===== config.mk =====
export PLATFORM = sky130hd
export DESIGN_NAME = page_commit_engine
export DESIGN_NICKNAME = d
export VERILOG_FILES = /design/src/rtl/pce_pkg.sv /design/src/rtl/pce_page_latch.sv /design/src/rtl/pce_commit_timer.sv /design/src/rtl/page_commit_engine.sv
export SDC_FILE = /design/constraint.sdc
export NUM_CORES = 1
export LEC_CHECK = 0
export ABC_AREA = 1
export BUFFER_PORTS_ARGS = -buffer_cell sky130_fd_sc_hd__buf_2
export CAP_MARGIN = 40
export CORE_MARGIN = 5
export CORE_UTILIZATION = 30
export CTS_CLUSTER_SIZE = 12
export DETAILED_ROUTE_END_ITERATION = 12
export GPL_TIMING_DRIVEN = 1
export PLACE_DENSITY = 0.51
export REMOVE_ABC_BUFFERS = 1
export SYNTH_ARGS = -nofsm -noshare
export SYNTH_HDL_FRONTEND = slang
export SYNTH_SLANG_ARGS = --single-unit

===== constraint.sdc =====
create_clock -name clk -period 1.8 [get_ports clk]
set_input_delay 0.27 -clock clk [delete_from_list [all_inputs] [get_ports clk]]
set_output_delay 0.27 -clock clk [all_outputs]
set_load 0.005 [all_outputs]

===== src/rtl/pce_pkg.sv =====
package pce_pkg;
  typedef enum logic [2:0] {
    CMD_IDLE,
    CMD_ABORT,
    CMD_COMMIT,
    CMD_DROP,
    CMD_LOAD,
    CMD_BYTE
  } pce_cmd_e;
endpackage


===== src/rtl/pce_page_latch.sv =====
module pce_page_latch #(
  parameter int PAGE_BYTES = 32,
  parameter int DATA_W     = 8,
  localparam int OFF_W     = $clog2(PAGE_BYTES)
) (
  input  logic              clk,
  input  logic              rst_n,
  input  logic              wr_en,
  input  logic [OFF_W-1:0]  wr_idx,
  input  logic [DATA_W-1:0] wr_data,
  input  logic              clr_mask,
  input  logic [OFF_W-1:0]  rd_idx,
  output logic [DATA_W-1:0] rd_data,
  output logic [PAGE_BYTES-1:0] mask
);
  logic [DATA_W-1:0] slot_q [PAGE_BYTES];

  for (genvar g = 0; g < PAGE_BYTES; g++) begin : g_slot
    logic hit;
    logic mask_d;
    assign hit = wr_en && (wr_idx == OFF_W'(g));

    always_comb begin
      mask_d = mask[g];
      if (clr_mask)  mask_d = 1'b0;
      else if (hit)  mask_d = 1'b1;
    end

    always_ff @(posedge clk or negedge rst_n) begin
      if (!rst_n) mask[g] <= 1'b0;
      else        mask[g] <= mask_d;
    end

    always_ff @(posedge clk) begin
      if (hit) slot_q[g] <= wr_data;
    end
  end

  assign rd_data = slot_q[rd_idx];
endmodule


===== src/rtl/pce_commit_timer.sv =====
module pce_commit_timer #(
  parameter int PAGE_BYTES   = 32,
  parameter int WRITE_CYCLES = 625000,
  localparam int OFF_W       = $clog2(PAGE_BYTES),
  localparam int TW          = $clog2(WRITE_CYCLES + 1)
) (
  input  logic             clk,
  input  logic             rst_n,
  input  logic             launch,
  output logic             busy,
  output logic             done,
  output logic             scan_live,
  output logic [OFF_W-1:0] scan_idx
);
  localparam logic [TW-1:0] LAST_T = TW'(WRITE_CYCLES - 1);
  localparam logic [TW-1:0] PAGE_T = TW'(PAGE_BYTES);

  logic [TW-1:0] timer_q, timer_d;
  logic          timer_en;
  logic          busy_d;

  assign done      = busy && (timer_q == LAST_T);
  assign scan_live = busy && (timer_q < PAGE_T);
  assign scan_idx  = timer_q[OFF_W-1:0];

  always_comb begin
    busy_d   = busy;
    timer_d  = timer_q;
    timer_en = 1'b0;
    if (launch) begin
      busy_d   = 1'b1;
      timer_d  = '0;
      timer_en = 1'b1;
    end else if (busy) begin
      timer_en = 1'b1;
      if (done) begin
        busy_d  = 1'b0;
        timer_d = '0;
      end else begin
        timer_d = timer_q + 1'b1;
      end
    end
  end

  always_ff @(posedge clk or negedge rst_n) begin
    if (!rst_n) begin
      busy    <= 1'b0;
      timer_q <= '0;
    end else begin
      busy <= busy_d;
      if (timer_en) timer_q <= timer_d;
    end
  end


  busy_hold_chk: assert property (@(posedge clk) disable iff (!rst_n)
    (busy && !done) |=> busy);

  timer_range_chk: assert property (@(posedge clk) disable iff (!rst_n)
    busy |-> (timer_q <= LAST_T));
endmodule


===== src/rtl/page_commit_engine.sv =====
module page_commit_engine #(
  parameter int ADDR_W       = 12,
  parameter int DATA_W       = 8,
  parameter int PAGE_BYTES   = 32,
  parameter int WRITE_CYCLES = 625000
) (
  input  logic              clk,
  input  logic              rst_n,
  input  logic              wp,
  input  logic              addr_load,
  input  logic [ADDR_W-1:0] addr_in,
  input  logic              byte_valid,
  input  logic [DATA_W-1:0] byte_data,
  input  logic              stop_commit,
  input  logic              start_abort,
  output logic              mem_we,
  output logic [ADDR_W-1:0] mem_addr,
  output logic [DATA_W-1:0] mem_wdata,
  output logic              busy,
  output logic [ADDR_W-1:0] ptr_out
);
  import pce_pkg::*;

  localparam int OFF_W = $clog2(PAGE_BYTES);

  pce_cmd_e          cmd;
  logic [ADDR_W-1:0] ptr_q, ptr_d;
  logic              ptr_en;
  logic [PAGE_BYTES-1:0] mask;
  logic              done, scan_live;
  logic [OFF_W-1:0]  scan_idx;
  logic [DATA_W-1:0] scan_data;
  logic [OFF_W-1:0]  ptr_off_inc;

  // request arbitration, abort > stop > load > byte
  always_comb begin
    cmd = CMD_IDLE;
    if (!busy) begin
      if (start_abort)      cmd = CMD_ABORT;
      else if (stop_commit) cmd = (|mask && !wp) ? CMD_COMMIT : CMD_DROP;
      else if (addr_load)   cmd = CMD_LOAD;
      else if (byte_valid)  cmd = CMD_BYTE;
    end
  end

  assign ptr_off_inc = ptr_q[OFF_W-1:0] + 1'b1;

  always_comb begin
    ptr_d  = ptr_q;
    ptr_en = 1'b0;
    if (cmd == CMD_LOAD) begin
      ptr_d  = addr_in;
      ptr_en = 1'b1;
    end else if (cmd == CMD_BYTE) begin
      ptr_d  = {ptr_q[ADDR_W-1:OFF_W], ptr_off_inc};
      ptr_en = 1'b1;
    end
  end

  always_ff @(posedge clk or negedge rst_n) begin
    if (!rst_n)      ptr_q <= '0;
    else if (ptr_en) ptr_q <= ptr_d;
  end

  pce_page_latch #(.PAGE_BYTES(PAGE_BYTES), .DATA_W(DATA_W)) i_latch (
    .clk      (clk),
    .rst_n    (rst_n),
    .wr_en    (cmd == CMD_BYTE),
    .wr_idx   (ptr_q[OFF_W-1:0]),
    .wr_data  (byte_data),
    .clr_mask (cmd == CMD_ABORT || cmd == CMD_DROP || cmd == CMD_LOAD || done),
    .rd_idx   (scan_idx),
    .rd_data  (scan_data),
    .mask     (mask)
  );

  pce_commit_timer #(.PAGE_BYTES(PAGE_BYTES), .WRITE_CYCLES(WRITE_CYCLES)) i_timer (
    .clk       (clk),
    .rst_n     (rst_n),
    .launch    (cmd == CMD_COMMIT),
    .busy      (busy),
    .done      (done),
    .scan_live (scan_live),
    .scan_idx  (scan_idx)
  );

  assign mem_we    = scan_live && mask[scan_idx];
  assign mem_addr  = {ptr_q[ADDR_W-1:OFF_W], scan_idx};
  assign mem_wdata = scan_data;
  assign ptr_out   = ptr_q;


  ptr_frozen_chk: assert property (@(posedge clk) disable iff (!rst_n)
    (busy && $past(busy)) |-> $stable(ptr_out));

  wp_block_chk: assert property (@(posedge clk) disable iff (!rst_n)
    $rose(busy) |-> !$past(wp));

  start_from_stop_chk: assert property (@(posedge clk) disable iff (!rst_n)
    $rose(busy) |-> ($past(stop_commit) && !$past(start_abort)));

  same_page_chk: assert property (@(posedge clk) disable iff (!rst_n)
    mem_we |-> (busy && mem_addr[ADDR_W-1:OFF_W] == ptr_out[ADDR_W-1:OFF_W]));
endmodule


Word-level counts from Yosys, hierarchy flattened:

Memory sizes are Yosys's and may differ from the RTL's.
Index checks and enable logic that the tools add are counted.

* bits in writable memories: 256
* flip-flop bits (word level): 65
* logic and storage cells: 429
* output and inout port bits: 34
* memories: 1
* input port bits: 27

* reductions and logical operators: 110
* magnitude comparators: 2
* muxes and demuxes: 241
* add/subtract/negate cells: 2
* equal/unequal tests: 37

Memories
* i_latch.slot_q: depth 32, width 8, read ports 1, clocked after Yosys merged registers in 0, wr ports 1, RTL line pce_page_latch.sv:16 `logic [DATA_W-1:0] slot_q [PAGE_BYTES];`

Operator list (count)
* 8-bit two-way mux: 31
* 8-bit OR reduction: 31
* 1-bit two-way mux: 168
* 5-bit two-way mux: 32
* 5-bit == test, second input constant: 16
* 2-bit nonzero test: 34
* 20-bit two-way mux: 3
* 5-bit by 4-bit == test with 1-bit output, second input constant: 8
* 1-bit logical AND: 36
* 32-bit OR reduction: 1
* 20-bit by 1-bit adder with 20-bit output, second input constant: 1
* 20-bit == test, second input constant: 1
* 5-bit by 3-bit == test with 1-bit output, second input constant: 4
* 20-bit by 6-bit < comparator with 1-bit output, second input constant: 1
* 3-bit two-way mux: 5
* 12-bit two-way mux: 1
* 5-bit by 2-bit == test with 1-bit output, second input constant: 2
* 3-bit by 2-bit == test with 1-bit output, second input constant: 2
* 3-bit == test, second input constant: 2
* 5-bit by 6-bit < comparator with 1-bit output, second input constant: 1
* 2-bit AND reduction: 3
* 5-bit by 1-bit adder with 5-bit output, second input constant: 1
* 1-bit binary-select mux with 5-bit select: 1
* 5-bit by 1-bit == test with 1-bit output, second input constant: 1
* other kinds (4): 6

Logic depth before layout (Yosys ltp):

* depth in word-level cells: 42
* depth in mapped cells: 13
* depth with buffers taken out: 12

By module:

Synthesis repeated with hierarchy kept, for this count alone.

* cell total of the unflattened synthesis: 1413
* area, all modules: 14348.8 µm²

Modules (own cells, without submodules)
* pce_page_latch: sequential area each 8488.1 µm², area each 11867.6 µm², cells each 1041, times used 1
* pce_commit_timer: sequential area each 525.5 µm², area each 1347.5 µm², cells each 192, times used 1
* page_commit_engine: sequential area each 300.3 µm², area each 1133.6 µm², cells each 180, times used 1

Worst setup path after synthesis:

No wires, ideal clock.

* path kind: register to register
* start point: register i_timer.busy
* end point: memory i_latch.slot_q[30][0] (enable)
* buffers on the path: 1
* arrival: 1.688 ns
* library setup time: 0.370 ns
* data required time: 1.430 ns
* setup slack: -0.258 ns
* stages on the path, launching flop included: 9
* clock period less this slack: 2.058 ns
* cell sequence: dfrtp_1 -> buf_2 -> nor2_2 -> nand3_2 -> inv_2 -> nand3_4 -> inv_2 -> nand2_2 -> nor2_1

* elaborated cells between the ends (all ways): 191
* classes of those cells: 1 x eq/ne; 127 x mux; 63 x reduce/logical

RTL lines
* from (decl): RTL line pce_commit_timer.sv:10 `output logic busy,`
* from (signal assigned): RTL line pce_commit_timer.sv:50 `busy <= busy_d;`
* 3-bit two-way mux (*): RTL line page_commit_engine.sv:38 `if (!busy) begin`
* 3-bit == test (*): RTL line page_commit_engine.sv:68 `.wr_en (cmd == CMD_BYTE),`
* 1-bit logical AND (*): RTL line pce_page_latch.sv:21 `assign hit = wr_en && (wr_idx == OFF_W'(g));`
* net i_latch.g_slot[30].hit: RTL line pce_page_latch.sv:19 `logic hit;`
* 1-bit two-way mux (*): RTL line pce_page_latch.sv:35 `if (hit) slot_q[g] <= wr_data;`
* 1-bit two-way mux (implied by the code) (*): RTL line pce_page_latch.sv:35
* 8-bit OR reduction (no line)
* 5-bit two-way mux (no line) or 1-bit two-way mux (tied branches) (2 in a row)
* to (decl): RTL line pce_page_latch.sv:16

The timed path passes the listed nets; every way through them passes the cells marked *.

Worst setup path in the final report:

* start point: register i_timer.timer_q[0]
* end point: output port mem_wdata[6]

* longest elaborated chain between the ends: 1

Ends and longest elaborated chain
* from (decl): RTL line pce_commit_timer.sv:18 `logic [TW-1:0] timer_q, timer_d;`
* from (signal assigned): RTL line pce_commit_timer.sv:51 `if (timer_en) timer_q <= timer_d;`
* memory read 32 x 8 bit
* to (decl): RTL line page_commit_engine.sv:18 `output logic [DATA_W-1:0] mem_wdata,`

No other way between the ends.

==> flow_summary.toml <==
[run_status]
status = "finished with violations"
failed_checks = "negative setup slack"

[clock_tree]
path_clk_slew_ns = 0.06
worstSkewPairLatency_ns = 0.56
root_buffer = "clkbuf_16"
clock_sinks = 321
numCtsBuffers = 37
h-tree-depth = 2
cts_max_path_buffers = 3
tritoncts = "yes"

[grt]
grt_overflow_total = 0
antenna_found_initial = 0
grt_use_total_pct = 16.7
grt_pass1_vias = 11400
grt_start_max_net_pins = 35
grt_pass1_wl_microns = 68400

[critical_path]
worst_r2r_endpoint = "i_latch.mask[9]$_DFFE_PN0P_"
r2r_setup_slack_ns = -0.45
r2r_cells = 12
path_cells = "buf_12 > buf_4 > o21ai_0 > o22ai_2 > o21ai_0 > o22ai_1 > nand2_1 > nand2_1 > buf_2"
crit_buf_inv = 3
cp.required_ns = 1.53
cp_top_family = "compound AO/OA/AOI/OAI gates"
cp-start-kind = "register"
cp_slowest_cell = "dfrtp_4"
reg2reg_from = "i_timer.timer_q[0]$_DFFE_PN0P_"
cp_slowest_stage_delay_ns = 0.54
crit_start = "i_timer.timer_q[0]$_DFFE_PN0P_"
crit_cells = 9
cp_max_fo = 19
path_class = "register to output pin"
end_kind = "output pin"
cp.arrival_ns = 2.46

[logic_synthesis]
async_flop_share_pct = 20.2
ys_seq_elements = 321
yosys_warnings = 0
syn_inst = 1373
synth.distinct_cells = 37
ys_seq_area_share_pct = 65.1
syn_avg_cell_area_sq_um = 10.4
synth_area_sq_um = 14300
synth_edf_count = 256
ys.flop_type = "edfxtp_1"

[placement]
place_ws_ns = -0.666
finalWeightedCongestion = 0.865
io_buffers = 60
place_hpwl_microns = 29300
dpl.cell_count = 2176

[finish]
fin_nets = 1689
drive_gt1_share_pct = 30.3
syn_to_final_growth_pct = 37.1
final_cell_mix = "256 x edfxtp_1, 207 x nor2_1, 186 x buf_4"
num_antenna_cells = 0
stdcell_count = 2296
layout_commonest_cell = "edfxtp_1"
fill_cells = 4564

[timing]
hold_slack_ns = 0.0836
worst_pin_slew_ns = 0.752
post-route-period-util_pct = 152
fmax_ghz = 0.366
finalClockSkew_ns = 0.0239
min_period_ns = 2.73
fin_ws_ns = -0.934
rsz0062_at_grt = "true"
finalHoldViolations = 0
setup_violations = 319
slew_violations = 0
maxSlewHeadroom_pct = 49.9

[floorplan]
rows = 80
core_sq_um = 47400
dieArea_sq_um = 52200
start_util_pct = 30.2
io_pins = 61
die_width_microns = 228
die_h_microns = 228

[min_path]
min_to = "ptr_out[3]$_DFFE_PN0P_"
hold-path-cell-count = 5
hp-start = "addr_in[3]"
hold_class = "input port to register"

[route]
ant_nets = 0
met3WireLength_microns = 2880
route.vias.total = 11500
finalWirelength_microns = 45900
wl_met1_microns = 21000
avgViaCountPerCell = 5.01
drtIter0Drc = 1039
drt_first_pass_iters = 6
wl_per_cell_microns = 20.0
highest_layer = "met4"
dr_wl_met2_microns = 21100
drc = 0

[power]
pwr_density_cell_nw_per_um2 = 804
p_leak_nw = 7.68
peakVddDrop_mv = 0.492
total_power_mw = 15.8

[flow_run]
maxCapViolCount = 0
kinds of logic after synthesis:
kind of cell | share of synthesized area, %
and+or+nand+nor | 17.1
DFF | 65.1
adders and majority gates | 0.612
xor gates and xnor gates | 0.673
muxes | 0.280
buffers and inverters | 5.48
AOI/OAI and AO/OA | 10.8
worst register-to-register path: cells and delay by family (launching register included):
kind,cells,cell delay (ns)
and+or+nand+nor,8,1.00
DFF,1,0.50
buffers and inverters,3,0.40
adders and majority gates,1,0.21
synthesized netlist by cell type (2+ instances only):
library cell	number	area [sq um]
edfxtp_1	256	7690
a21oi_1	23	115
inv_1	75	282
o211ai_1	2	15.0
dfrtp_1	65	1630
clkinv_1	2	7.51
nand3_2	2	20.0
buf_2	33	165
nor4_1	4	25.0
mux2i_1	4	40.0
inv_2	3	11.3
xor2_1	11	96.3
o221ai_1	2	17.5
nor3_1	11	55.1
buf_1	6	22.5
nor2_1	243	912
nand2_1	180	676
o22ai_1	76	475
buf_6	4	45.0
buf_4	15	113
ha_1	7	87.6
o21ai_1	2	10.0
nor2_2	11	68.8
o21ai_0	175	876
o31ai_1	2	15.0
clkbuf_1	37	139
nand2_2	3	18.8
nand4_1	52	325
nand3_1	58	290
a31oi_1	2	12.5
through the flow:
step	setup TNS, ns	instance area (sq um)	utilization [%]
global route	-138.21	19600	41.3
global placement	-142.51	16800	35.4
finish	-99.57	19600	41.3
floorplan	-263.79	13800	-
detailed placement	-143.49	16800	35.4
CTS	-103.19	19000	40.0
layer usage:
| layer | vias up | track usage, % |
|---|---|---|
| met2 | 380 | 26.2 |
| met1 | 5643 | 24.1 |
| met4 | 0 | 3.71 |
| li1 | 5422 | - |
| met3 | 65 | 3.53 |
| met5 | - | 0 |
state kept, by name (all words and copies together) (netlist names):
register         count
ptr_out             12
i_timer.timer_q     20
i_timer.busy         1
i_latch.mask        32
i_latch.slot_q     256
power by group:
| group | switching [mW] | internal (mW) |
|---|---|---|
| registers | 0.00622 | 8.02 |
| logic | 0.216 | 0.112 |
| clock network | 3.07 | 4.34 |
timing repair:
action / 4_1_cts / 5_1_grt
setup buffers: 13 / 20
endpoints found under the hold margin: 34 / 0
cloned: 7 / 6
gates resized for setup: 177 / 132
hold buffers: 12 / 0
setup endpoints to repair: 318 / 323
pin swaps: 19 / 42
worst max-delay path by stage:
stage / endpoint / slack [ns]
2_1_floorplan: mem_wdata[4] / -3.21
3_3_place_gp: mem_wdata[4] / -0.66
3_5_place_dp: mem_wdata[4] / -0.67
4_1_cts: mem_wdata[7] / -0.94
5_1_grt: mem_wdata[6] / -1.03
6_report: mem_wdata[6] / -0.93
layout make-up:
class	instances	area [sq um]	share of cell area, %
clock buffers	49	992	5.06
clock inverters	16	180	0.918
inverters	80	344	1.75
multi-input cells	881	4900	25.0
flip-flops and latches	321	9320	47.5
well taps	615	769	3.92
repair buffers	334	3110	15.8
Power figures use the tool's default switching activity.
